**src/rtl/bis_pkg.sv**
```systemverilog
package bis_pkg;

    localparam int unsigned DLY_W      = 16;
    localparam int unsigned DLY_COUNT  = 7;
    localparam int unsigned DEF_COUNT  = 7;
    // delays, two spread-spectrum registers, lane swap, defaults
    localparam int unsigned ENTRY_COUNT = DLY_COUNT + 2 + 1 + DEF_COUNT;
    localparam int unsigned ENTRY_W     = $clog2(ENTRY_COUNT + 1);
    localparam int unsigned SS_FIRST    = DLY_COUNT;
    localparam int unsigned SWAP_SLOT   = DLY_COUNT + 2;
    localparam int unsigned DEF_FIRST   = DLY_COUNT + 3;

    localparam logic [7:0] DLY_BASE_IDX = 8'h32;
    localparam logic [7:0] SS_BASE_IDX  = 8'h39;
    localparam logic [7:0] SWAP_IDX     = 8'h3B;

    // delays held on the bridge in 4 ms units: positions 1, 4, 6 (delays 2, 5, 7)
    localparam logic [DLY_COUNT-1:0] COARSE_MASK = 7'b1010010;

    localparam logic [DEF_COUNT-1:0][7:0] DEF_IDX = '{8'h06, 8'h06, 8'h06, 8'h3F, 8'h3E, 8'h3D, 8'h3C};
    localparam logic [DEF_COUNT-1:0][7:0] DEF_VAL = '{8'h80, 8'hB0, 8'h90, 8'h33, 8'h73, 8'h38, 8'h06};

    localparam logic [7:0] FW_HALT = 8'h01;
    localparam logic [7:0] FW_RUN  = 8'h00;

    typedef enum logic [1:0] {
        PORT_CMD  = 2'd0,
        PORT_DATA = 2'd1,
        PORT_FW   = 2'd2
    } port_e;

    typedef enum logic [2:0] {
        ST_IDLE,
        ST_HALT,
        ST_SETTLE,
        ST_PICK,
        ST_INDEX,
        ST_VALUE,
        ST_RUN
    } state_e;

    typedef struct packed {
        logic [DLY_COUNT-1:0][DLY_W-1:0] dly;
        logic [7:0]                      ss_sel;
        logic [7:0]                      swap_cfg;
    } cfg_t;

    typedef struct packed {
        state_e             st;
        logic [ENTRY_W-1:0] idx;
        cfg_t               cfg;
        logic               done;
    } seq_regs_t;

    function automatic logic ss_known(input logic [7:0] sel);
        return (sel == 8'h00) || (sel == 8'h05) || (sel == 8'h10) || (sel == 8'h15);
    endfunction

    function automatic logic [7:0] ss_ctrl_val(input logic [7:0] sel);
        return (sel == 8'h00) ? 8'h20 : 8'hA0;
    endfunction

    function automatic logic [7:0] ss_depth_val(input logic [7:0] sel);
        logic [7:0] v;
        case (sel)
            8'h05:   v = 8'h07;
            8'h10:   v = 8'h0F;
            8'h15:   v = 8'h16;
            default: v = 8'h00;
        endcase
        return v;
    endfunction

    function automatic logic [7:0] swap_val(input logic [7:0] code);
        logic [7:0] v;
        case (code[6:0])
            7'd1:    v = 8'h14;
            7'd2:    v = 8'h24;
            7'd3:    v = 8'h34;
            7'd4:    v = 8'h0C;
            default: v = 8'h04;
        endcase
        return v | {code[7], 7'b0};
    endfunction

endpackage

```
**src/rtl/bis_settle_timer.sv**
```systemverilog
module bis_settle_timer #(
    parameter int unsigned TICKS_PER_MS = 100000,
    parameter int unsigned WAIT_MS      = 60
) (
    input  logic clk,
    input  logic rst_n,
    input  logic run_i,
    output logic expired_o
);
    localparam int unsigned TICK_W = (TICKS_PER_MS > 1) ? $clog2(TICKS_PER_MS) : 1;
    localparam int unsigned MS_W   = (WAIT_MS > 1) ? $clog2(WAIT_MS) : 1;
    localparam logic [TICK_W-1:0] TICK_LAST = TICK_W'(TICKS_PER_MS - 1);
    localparam logic [MS_W-1:0]   MS_LAST   = MS_W'(WAIT_MS - 1);

    typedef struct packed {
        logic [TICK_W-1:0] tick;
        logic [MS_W-1:0]   ms;
    } cnt_t;

    cnt_t cnt_d, cnt_q;
    logic tick_wrap;

    always_comb begin
        cnt_d     = cnt_q;
        tick_wrap = (cnt_q.tick == TICK_LAST);
        expired_o = run_i && tick_wrap && (cnt_q.ms == MS_LAST);
        if (!run_i) begin
            cnt_d = '0;
        end else if (tick_wrap) begin
            cnt_d.tick = '0;
            cnt_d.ms   = cnt_q.ms + 1'b1;
        end else begin
            cnt_d.tick = cnt_q.tick + 1'b1;
        end
    end

    always_ff @(posedge clk or negedge rst_n) begin
        if (!rst_n) begin
            cnt_q <= '0;
        end else begin
            cnt_q <= cnt_d;
        end
    end

endmodule

```
**src/rtl/bis_entry_table.sv**
```systemverilog
module bis_entry_table
    import bis_pkg::*;
(
    input  logic [ENTRY_W-1:0] idx_i,
    input  cfg_t               cfg_i,
    output logic               present_o,
    output logic [7:0]         reg_o,
    output logic [7:0]         val_o
);
    logic [DLY_COUNT-1:0][7:0] dly_reg;
    logic [DLY_COUNT-1:0][7:0] dly_val;

    // one converter per power-sequence delay; the coarse ones drop two bits
    for (genvar k = 0; k < DLY_COUNT; k++) begin : g_dly
        assign dly_reg[k] = DLY_BASE_IDX + 8'(k);
        if (COARSE_MASK[k]) begin : g_coarse
            assign dly_val[k] = 8'(cfg_i.dly[k] >> 2);
        end else begin : g_fine
            assign dly_val[k] = 8'(cfg_i.dly[k]);
        end
    end

    always_comb begin
        int slot;
        slot      = int'(idx_i);
        present_o = 1'b0;
        reg_o     = '0;
        val_o     = '0;
        if (slot < DLY_COUNT) begin
            present_o = 1'b1;
            reg_o     = dly_reg[slot];
            val_o     = dly_val[slot];
        end else if (slot == SS_FIRST) begin
            present_o = ss_known(cfg_i.ss_sel);
            reg_o     = SS_BASE_IDX;
            val_o     = ss_ctrl_val(cfg_i.ss_sel);
        end else if (slot == SS_FIRST + 1) begin
            present_o = ss_known(cfg_i.ss_sel);
            reg_o     = SS_BASE_IDX + 8'd1;
            val_o     = ss_depth_val(cfg_i.ss_sel);
        end else if (slot == SWAP_SLOT) begin
            present_o = 1'b1;
            reg_o     = SWAP_IDX;
            val_o     = swap_val(cfg_i.swap_cfg);
        end else if (slot < ENTRY_COUNT) begin
            present_o = 1'b1;
            reg_o     = DEF_IDX[slot - DEF_FIRST];
            val_o     = DEF_VAL[slot - DEF_FIRST];
        end
    end

endmodule

```
**src/rtl/bridge_init_seq.sv**
```systemverilog
module bridge_init_seq
    import bis_pkg::*;
#(
    parameter int unsigned TICKS_PER_MS = 100000,
    parameter int unsigned WAIT_MS      = 60
) (
    input  logic             clk,
    input  logic             rst_n,
    input  logic             start_i,
    input  logic [DLY_W-1:0] dly1_ms_i,
    input  logic [DLY_W-1:0] dly2_ms_i,
    input  logic [DLY_W-1:0] dly3_ms_i,
    input  logic [DLY_W-1:0] dly4_ms_i,
    input  logic [DLY_W-1:0] dly5_ms_i,
    input  logic [DLY_W-1:0] dly6_ms_i,
    input  logic [DLY_W-1:0] dly7_ms_i,
    input  logic [7:0]       ss_sel_i,
    input  logic [7:0]       swap_cfg_i,
    output logic             req_valid_o,
    output logic [1:0]       req_port_o,
    output logic [7:0]       req_data_o,
    input  logic             req_ack_i,
    output logic             busy_o,
    output logic             done_o
);
    localparam logic [ENTRY_W-1:0] IDX_END = ENTRY_W'(ENTRY_COUNT);

    seq_regs_t  q, d;
    cfg_t       cfg_in;
    logic       settle_done;
    logic       ent_present;
    logic [7:0] ent_reg;
    logic [7:0] ent_val;
    logic       handshake;

    always_comb begin
        cfg_in.dly[0]   = dly1_ms_i;
        cfg_in.dly[1]   = dly2_ms_i;
        cfg_in.dly[2]   = dly3_ms_i;
        cfg_in.dly[3]   = dly4_ms_i;
        cfg_in.dly[4]   = dly5_ms_i;
        cfg_in.dly[5]   = dly6_ms_i;
        cfg_in.dly[6]   = dly7_ms_i;
        cfg_in.ss_sel   = ss_sel_i;
        cfg_in.swap_cfg = swap_cfg_i;
    end

    bis_settle_timer #(
        .TICKS_PER_MS(TICKS_PER_MS),
        .WAIT_MS     (WAIT_MS)
    ) u_timer (
        .clk      (clk),
        .rst_n    (rst_n),
        .run_i    (q.st == ST_SETTLE),
        .expired_o(settle_done)
    );

    bis_entry_table u_table (
        .idx_i    (q.idx),
        .cfg_i    (q.cfg),
        .present_o(ent_present),
        .reg_o    (ent_reg),
        .val_o    (ent_val)
    );

    // request outputs are decoded from registered state only
    always_comb begin
        req_valid_o = 1'b0;
        req_port_o  = PORT_CMD;
        req_data_o  = '0;
        case (q.st)
            ST_HALT: begin
                req_valid_o = 1'b1;
                req_port_o  = PORT_FW;
                req_data_o  = FW_HALT;
            end
            ST_INDEX: begin
                req_valid_o = 1'b1;
                req_port_o  = PORT_CMD;
                req_data_o  = ent_reg;
            end
            ST_VALUE: begin
                req_valid_o = 1'b1;
                req_port_o  = PORT_DATA;
                req_data_o  = ent_val;
            end
            ST_RUN: begin
                req_valid_o = 1'b1;
                req_port_o  = PORT_FW;
                req_data_o  = FW_RUN;
            end
            default: ;
        endcase
    end

    assign handshake = req_valid_o && req_ack_i;

    always_comb begin
        d      = q;
        d.done = 1'b0;
        case (q.st)
            ST_IDLE: begin
                if (start_i) begin
                    d.st  = ST_HALT;
                    d.cfg = cfg_in;
                    d.idx = '0;
                end
            end
            ST_HALT: begin
                if (handshake) d.st = ST_SETTLE;
            end
            ST_SETTLE: begin
                if (settle_done) d.st = ST_PICK;
            end
            ST_PICK: begin
                if (q.idx == IDX_END) begin
                    d.st = ST_RUN;
                end else if (ent_present) begin
                    d.st = ST_INDEX;
                end else begin
                    d.idx = q.idx + 1'b1;
                end
            end
            ST_INDEX: begin
                if (handshake) d.st = ST_VALUE;
            end
            ST_VALUE: begin
                if (handshake) begin
                    d.st  = ST_PICK;
                    d.idx = q.idx + 1'b1;
                end
            end
            ST_RUN: begin
                if (handshake) begin
                    d.st   = ST_IDLE;
                    d.done = 1'b1;
                end
            end
            default: d.st = ST_IDLE;
        endcase
    end

    always_ff @(posedge clk or negedge rst_n) begin
        if (!rst_n) begin
            q <= '{st: ST_IDLE, idx: '0, cfg: '0, done: 1'b0};
        end else begin
            q <= d;
        end
    end

    assign busy_o = (q.st != ST_IDLE);
    assign done_o = q.done;

endmodule

```
**config.mk**
```make
export PLATFORM = sky130hd
export DESIGN_NAME = bridge_init_seq
export DESIGN_NICKNAME = d
export VERILOG_FILES = /design/src/rtl/bis_pkg.sv /design/src/rtl/bis_settle_timer.sv /design/src/rtl/bis_entry_table.sv /design/src/rtl/bridge_init_seq.sv
export SDC_FILE = /design/constraint.sdc
export NUM_CORES = 1
export LEC_CHECK = 0
export ABC_AREA = 1
export BUFFER_PORTS_ARGS = -buffer_cell sky130_fd_sc_hd__buf_4
export CAP_MARGIN = 20
export CORE_MARGIN = 5
export CORE_UTILIZATION = 59
export CTS_BUF_LIST = sky130_fd_sc_hd__clkbuf_8
export DETAILED_ROUTE_END_ITERATION = 12
export PLACE_DENSITY = 0.91
export SYNTH_ARGS = -nofsm -noshare
export SYNTH_HDL_FRONTEND = slang
export SYNTH_HIERARCHICAL = 1
export SYNTH_SLANG_ARGS = --single-unit
```
**constraint.sdc**
```tcl
create_clock -name clk -period 2.9 [get_ports clk]
set_clock_uncertainty 0.2 [all_clocks]
set_input_delay 0.145 -clock clk [delete_from_list [all_inputs] [get_ports clk]]
set_output_delay 0.145 -clock clk [all_outputs]
set_load 0.005 [all_outputs]
```
==> metrics.txt, run 1 <==
drt initial violations 593; Critical Path End Type output port; CTS tree yes; first-pass GRT wire length 29,500 um; total grt overflow 0; CP arrival 2410 ps; DR pass1 iterations 6; R2R Path Start q[130]; antenna violations before repair 0; total CTS buffers 9; highest clock rate 363 MHz; Ant. Diodes 0; crit path launch q[130]; Peak VDD IR 0.000572 V; Warnings, synthesis 6; die height 112 um; worst-skew pair later-pin latency 390 ps; routed vias 5,641; capture point of the worst reg-to-reg path q[129]; CTS sink cnt 104; Final WS setup 144 ps; Final Max Tran Viols 0; CP Capture Point req_data_o[4]; gr usage total 0.300; share of cells above drive strength 1 0.265; WL final 18,400 um; worst hold path class primary input to asynchronous set/reset pin; H-tree lvl count 3; die footprint 12,500 um2; Clock Tree Root clkbuf_8; WP data required 2560 ps; Avg Cell Area, Syn 9.04 um2; final hold vios 0; worst reg-to-reg path cell count 15; pwr dens 818 nW/um2; Max Cap Violations 0; worst slew pin tran 638 ps; Syn Inst Count 676; vias in the first global route 5,779; Boundary Pins 145; post-route ant nets 0; largest net degree at the start of global routing 59; fin crit share 0.950; area grow syn2layout 27.6%; Place WS 444 ps; drt via density 5.76; crit start category flop; Setup TNS Final 0 ps; worst-path maximum fanout 9; die width 112 um; Slew Limit Headroom 0.574; Worst Hold Margin 121 ps; Max Root-Sink Buffers 2; core box area 10,200 um2; crit path kind flop to output port; status complete, no violations; I/O Buffers 88; drt wl/cell 18.7 um; RSZ-0062 raised after global routing no; site row count 37; DP HPWL 10,700 um; P_leak 3.95 nW; Starting Density 0.597; DRC viols 0; Mapped Area 6110 um2; nets@finish 980; routability cong. 0.879; final setup fails 0; Tmin final 2760 ps; R2R Setup Slk 300 ps; clock slew at reported path FFs 100 ps
## routing by layer
| layer | wire length, um | track usage | share of wire |
|---|---|---|---|
| met1 | 6740 | 0.359 | 0.37 |
| met2 | 9050 | 0.496 | 0.49 |
| met3 | 1440 | 0.0641 | 0.078 |
| met4 | 1140 | 0.177 | 0.062 |
| met5 | 0 | 0 | 0 |
## critical path: stages, from the launching register on
cell and delay [ps]:
dfrtp_2 480, inv_2 120, ha_1 230, nand2_1 80, nand2_2 110, nand2_1 140
nand2_1 100, nor2_1 260, inv_1 120, inv_1 70, o21ai_0 120, buf_4 170
## state kept, by name (all words and copies together), names as in the netlist
name and cells:
done_o 1, q 80, u_timer/cnt_q 23
## layout by cell type (no fill, tap or decap), types with 2 or more instances in the layout
cell,n
o211ai_1,2
nor2_4,5
dfrtp_1,101
o21bai_1,3
nor3_1,7
clkbuf_8,9
conb_1,2
nand2_2,5
dlygate4sd3_1,74
nand3_1,57
nor2_1,69
a21oi_1,16
clkinv_2,2
mux2_4,64
buf_4,102
inv_1,58
nand2_1,168
nand3_4,2
o21ai_0,19
nor2_2,2
nand3_2,3
a22oi_1,5
ha_1,8
mux2_2,8
dfrtp_2,3
inv_2,11
xnor2_1,3
xor2_1,6
nand4_1,18
## where the power goes
part	switching [mW]	leakage [nW]	internal [mW]	total, mW
registers	0.509	1.28	2.02	2.52
clock network	0.535	0.0967	0.392	0.928
logic	1.44	2.57	1.49	2.93
## cell type report
cell class / instances / area [um2]
Inverter: 69 / 259
Timing Repair Buffer: 177 / 1530
Sequential cell: 104 / 2610
Fill cell: 588 / 2440
Clock inverter: 6 / 60.1
Multi-Input combinational cell: 479 / 3050
Tap cell: 136 / 170
Clock buffer: 9 / 124
## through the flow
stage	power, mW	util	std cells	instance area, um2
3_5_place_dp	5.08	0.665	884	6800
4_1_cts	6.07	0.755	973	7730
6_report	6.38	0.762	980	7790
3_3_place_gp	4.96	0.665	884	6800
5_1_grt	6.69	0.762	980	7790
2_1_floorplan	4.47	-	677	6110
## worst min-delay path by stage
stage	to	depth (start not counted)	startpoint
5_1_grt	q[136]	7	start_i
4_1_cts	u_timer/cnt_q[19]	2	rst_n
3_3_place_gp	u_timer/cnt_q[3]	1	rst_n
6_report	u_timer/cnt_q[3]	2	rst_n
2_1_floorplan	done_o	0	rst_n
3_5_place_dp	u_timer/cnt_q[4]	1	rst_n
## repair_timing
item / CTS / global route
hold buffers: 74 / 0
resized for setup: 0 / 6
setup endpoints to repair: 0 / 8
endpoints found under the hold margin: 119 / 0
buffers inserted: 0 / 7
Power figures use the tool's default switching activity.
==> run 2: changes to the inputs <==
CORE_UTILIZATION = 55   (was 59)
PLACE_DENSITY = 0.87   (was 0.91)
RECOVER_POWER = 100   (was not set)
==> run 2 against run 1 <==
Effect of this change:
- the run now ends with max-capacitance violations, max-slew violations left
- core utilization down 7.2 points
- global-route usage down 3.8 points
- critical path depth unchanged
- clock-buffer cell count up 1
- design area down 4.0%
- setup slack worse by 7.3 ps
- worst hold slack worse by 9.9 ps
- total power down 10%
- largest cell class unchanged
- highest routed layer unchanged
==> metrics.txt, run 2 (synthesized netlist as in run 1, its figures left out) <==
Most Used Layer, Global Route met2; total CTS buffers 9 (unchanged); I/O Buffers 88 (unchanged); slowest CP cell dfrtp_2; worst hold path class primary input to flop; drt wl/cell 17.0 um (-9.5%); nets@finish 974 (-0.61%); Boundary Pins 145 (unchanged); R2R Path Start q[130]; RSZ-0062 raised after global routing no; highest clock rate 362 MHz (-0.27%); most frequent cells in the layout nand2_1 (170), dfrtp_1 (102), buf_4 (86); CP arrival 2420 ps (about the same); drt initial violations 455 (-23%); fin crit share 0.953 (+0.00253); most common cell after layout, fill and taps aside nand2_1; clock slew at reported path FFs 110 ps (about the same); DRC viols 0 (unchanged); area grow syn2layout 22.5%; core box area 10,800 um2 (+6.0%); Max Cap Violations 1 (+1); worst slew pin tran 1750 ps (+1110 ps); Hold Path Sink q[135]; routed vias 5,279 (-6.4%); Slew Limit Headroom -0.168 (-0.743); status finished with violations; routability cong. 0.898 (+2.1%); gr usage total 0.261 (-0.0382); Clock Tree Root clkbuf_8; WP buf/inv 4 (unchanged); worst-skew pair later-pin latency 400 ps (about the same); Peak VDD IR 0.000577 V (+0.78%); DP HPWL 10,800 um (+1.2%); WL final 16,600 um (-9.5%); WP data required 2560 ps (about the same); final setup fails 0 (unchanged); antenna violations before repair 1 (+1); R2R Setup Slk 360 ps (+60 ps); die width 115 um (+3.3%); CTS tree yes; Top cell by count, worst path nand2_1; die footprint 13,300 um2 (+6.6%); crit start category flop; most flop-heavy register q; Starting Density 0.563 (-0.0336); FILL cells 852 (+45%); Critical Path End Type output port; H-tree lvl count 3 (unchanged); Setup TNS Final 0 ps (unchanged); fin util 0.690 (-0.0716); final hold vios 0 (unchanged); vias in the first global route 5,356 (-7.3%); CTS sink cnt 104 (unchanged); worst-path maximum fanout 12 (+3); Largest register FFs 80 (unchanged); post-route ant nets 0 (unchanged); violated checks max-capacitance violations, max-slew violations; crit path kind flop to output port; pwr dens 764 nW/um2 (-6.6%); met2 global-route usage 0.449 (-0.0469); first-pass GRT wire length 27,000 um (-8.7%); worst reg-to-reg path cell count 14 (-1); crit-path max cell delay 540 ps (+60 ps); Final Max Tran Viols 71 (+71); total grt overflow 0 (unchanged); DR pass1 iterations 5 (-1); hold path cells 7; grt met3 use 0.0584 (-0.00571); family with the most delay on the worst path simple AND/OR/NAND/NOR gates; largest net degree at the start of global routing 74 (+25%); share of cells above drive strength 1 0.176 (-0.0890); drt via density 5.39 (-6.4%); die height 115 um (+3.3%); crit-path cells inv_2 -> ha_1 -> nand2_1 -> nand2_2 -> nand2_1 -> nand2_1 -> nor2_1 -> inv_1 -> inv_1 -> o21ai_0 -> buf_4; site row count 38 (+2.7%); capture point of the worst reg-to-reg path q[133]; P_leak 3.60 nW (-8.9%); Max Root-Sink Buffers 2 (unchanged); Crit. path cell count 11 (unchanged); Tmin final 2760 ps (+7.34 ps); M1 GR Usage 0.315 (-0.0436); worst hold start start_i
## run 2: cell count changes in the layout (fill, tap and decap cells not counted), moves of 3 or more
cell	before	now
mux2_1	0	62
mux2_4	64	2
buf_4	102	86
clkbuf_4	0	5
clkbuf_1	0	3
clkbuf_2	0	3
## run 2: area by class of cell
class | count | area, um2 | area share
clock inverter | 6 | 73.8 | 0.00986
tap | 140 | 175 | 0.0234
multi-input combinational | 479 | 2780 | 0.372
sequential | 104 | 2610 | 0.348
antenna | 1 | 2.50 | 0.000334
inverter | 69 | 259 | 0.0346
timing repair buffer | 171 | 1450 | 0.194
clock buffer | 10 | 138 | 0.0184
## run 2: routing by layer
metal  vias to the layer above  part of all wire
met5                         -                 0
met4                         0             0.035
met3                        46             0.055
met2                       214              0.51
met1                      2508              0.40
li1                       2511                 -
## run 2: what timing repair did
action / in CTS / in global routing
pin swaps: 0 / 1
hold buffers: 74 / 0
gates resized for setup: 2 / 2
endpoints found under the setup margin: 4 / 7
setup buffers: 0 / 1
hold endpoints to repair: 141 / 0
## run 2: worst max path at each step
stage                     to   start  slack, ps
6_report       req_data_o[5]  q[130]        140
4_1_cts        req_data_o[7]  q[129]         90
2_1_floorplan  req_data_o[5]  q[131]        590
3_5_place_dp   req_data_o[7]  q[129]        360
5_1_grt        req_data_o[5]  q[130]         50
3_3_place_gp   req_data_o[5]  q[130]        450
## run 2: tightest hold or removal path: stages
cell and delay (ps):
buf_4 130, inv_1 50, nand3_1 90, nand2_1 80
nor2_1 70, nand3_1 70, nand2_1 50
## run 2: metrics by stage
step	instance area, um2	std cells	setup WS (ps)	hold WS [ps]	total power [mW]
after CTS	7760	978	85.5	88.5	6.19
after floorplan	6110	677	589	-351	4.47
after global routing	7480	980	54.4	144	6.06
after global placement	6810	888	453	107	4.98
final	7480	980	136	111	5.72
after detailed placement	6810	888	361	125	5.10
## run 2: where the power goes
group / internal, mW / leakage, nW / switching, mW
combinational: 0.998 / 2.21 / 1.28
sequential: 2.01 / 1.28 / 0.444
clock: 0.435 / 0.108 / 0.545
==> run 3: changes to the inputs <==
ABC_AREA = 0   (was 1)
CTS_CLUSTER_DIAMETER = 200   (was not set)
==> run 3 against run 2 <==
Effect of this change:
- the flow finishes with violations (negative setup slack)
- synthesized area fell by 1.7%
- maximum frequency down 6.1%
- sequential cell count stayed put
- register-to-register slack lost 230 ps
- via count is 5.7% higher
- worst hold slack improved by 170 ps
- global-route usage shrank 0.41 points
==> metrics.txt, run 3 <==
Setup TNS Final -42.9 ps (-42.9 ps); final setup fails 1 (+1); CTS tree yes; highest clock rate 340 MHz (-6.1%); Final Max Tran Viols 0 (-100%); total grt overflow 0 (unchanged); die footprint 13,100 um2 (-1.6%); I/O Buffers 88 (unchanged); nets@finish 959 (-1.5%); Tmin final 2940 ps (+179 ps); Warnings, synthesis 6 (unchanged); Largest register FFs 80 (unchanged); crit path kind flop to output port; worst slew pin tran 1300 ps (-451 ps); Max Root-Sink Buffers 2 (unchanged); worst-path maximum fanout 3 (-9); Final WS setup -42.9 ps (-179 ps); Max Cap Violations 0 (-1); die height 114 um (-0.78%); drt initial violations 596 (+31%); most frequent cells in the layout nand2_1 (240), buf_4 (107), dfrtp_1 (102); drt wl/cell 17.6 um (+3.7%); Critical Path End Type output port; most flop-heavy register q; CTS sink cnt 104 (unchanged); WL met1 6760 um (+1.3%); largest net degree at the start of global routing 77 (+4.1%); WP data required 2560 ps (about the same); crit start category flop; H-tree lvl count 3 (unchanged); clock slew at reported path FFs 110 ps (about the same); Boundary Pins 145 (unchanged); WL met3 1170 um (+30%); Mapped Area 6000 um2 (-1.7%); worst hold path class primary input to flop; final hold vios 0 (unchanged); vias in the first global route 5,569 (+4.0%); routability cong. 0.922 (+2.7%); violated checks negative setup slack; Slew Limit Headroom 0.132 (+0.301); most common cell after layout, fill and taps aside nand2_1; Starting Density 0.556 (-0.00714); Power Total 6.10 mW (+6.6%); DR top layer met4; number of cells in the finished layout apart from fillers 965 (-1.5%); WL final 17,000 um (+2.1%); worst-skew pair later-pin latency 380 ps (-20 ps); Post-Place Cells 862 (-2.9%); first-pass GRT wire length 27,200 um (+0.82%); Clock Tree Root clkbuf_8; site row count 38 (unchanged); CP arrival 2600 ps (+180 ps); gr usage total 0.257 (-0.00407); antenna violations before repair 0 (-1); total CTS buffers 9 (unchanged); pwr dens 784 nW/um2 (+2.7%); post-route ant nets 0 (unchanged); DR pass1 iterations 5 (unchanged); P_leak 3.71 nW (+3.2%); Syn Inst Count 666 (-1.5%); fin crit share 1.01 (+0.0618); status finished with violations; DRC viols 0 (unchanged); FILL cells 720 (-15%); share of cells above drive strength 1 0.215 (+0.0384); RSZ-0062 raised after global routing yes; WL met2 8410 um (-0.66%); core box area 10,800 um2 (-0.44%); area grow syn2layout 29.4%; Peak VDD IR 0.000415 V (-28%); DP HPWL 10,300 um (-4.6%); die width 114 um (-0.78%); routed vias 5,582 (+5.7%); drt via density 5.78 (+7.4%); Avg Cell Area, Syn 9.02 um2 (-0.22%)
-- run 3: cell type report --
| class | count | area, um2 | area share |
|---|---|---|---|
| repair buffers | 192 | 1660 | 0.213 |
| inverters | 15 | 60.1 | 0.00773 |
| flip-flops and latches | 104 | 2610 | 0.335 |
| clock inverters | 6 | 78.8 | 0.0101 |
| well taps | 140 | 175 | 0.0225 |
| multi-input cells | 497 | 3050 | 0.393 |
| diodes | 1 | 2.50 | 0.000322 |
| clock buffers | 10 | 138 | 0.0177 |
-- run 3: final timing paths --
check                              from       endpoint  slack (ps)  cells past startpoint
hold reg to reg                   q[10]          q[10]         290                      2
min in group asynchronous         rst_n         q[115]         380                      2
setup reg to reg                 q[131]         q[132]         130                      9
setup / recovery                 q[130]  req_data_o[7]         -40                      9
max in group asynchronous         rst_n           q[3]         650                      3
hold / removal             dly2_ms_i[4]          q[37]         280                      4
-- run 3: metrics by stage --
step                      hold WS, ps  setup WS, ps  cell area, um2   util
after global routing              278         -74.3            7770  0.720
final                             282         -42.9            7770  0.720
after floorplan                  -351           360            6010      -
after global placement           27.7           248            6560  0.607
after CTS                         163          1.21            7570  0.701
after detailed placement         41.3           150            6560  0.607
-- run 3: power breakdown --
part | switching (mW) | leakage, nW | internal [mW] | total [mW]
Sequential | 0.365 | 1.34 | 1.95 | 2.32
Combinational | 1.56 | 2.26 | 1.22 | 2.78
Clock | 0.553 | 0.112 | 0.445 | 0.998
Total | 2.48 | 3.71 | 3.62 | 6.10
-- run 3: metal layers --
metal	vias to the layer above	GRT usage
met5	-	0
met1	2681	0.342
met2	281	0.428
met4	0	0.0847
met3	72	0.0444
li1	2548	-
-- run 3: worst max-delay path, cell delays in order, from the launching register on --
cell,delay (ps)
dfrtp_1,430
inv_2,100
ha_4,130
or3b_4,430
a221oi_2,290
o21ai_1,90
a32oi_1,270
mux2i_1,140
nor2_2,180
buf_4,150
-- run 3: what timing repair did --
item,CTS,global route
endpoints found under the hold margin,129,0
gates resized for setup,7,30
pin swaps,3,10
endpoints found under the setup margin,5,11
hold buffers,75,0
buffers inserted,2,9
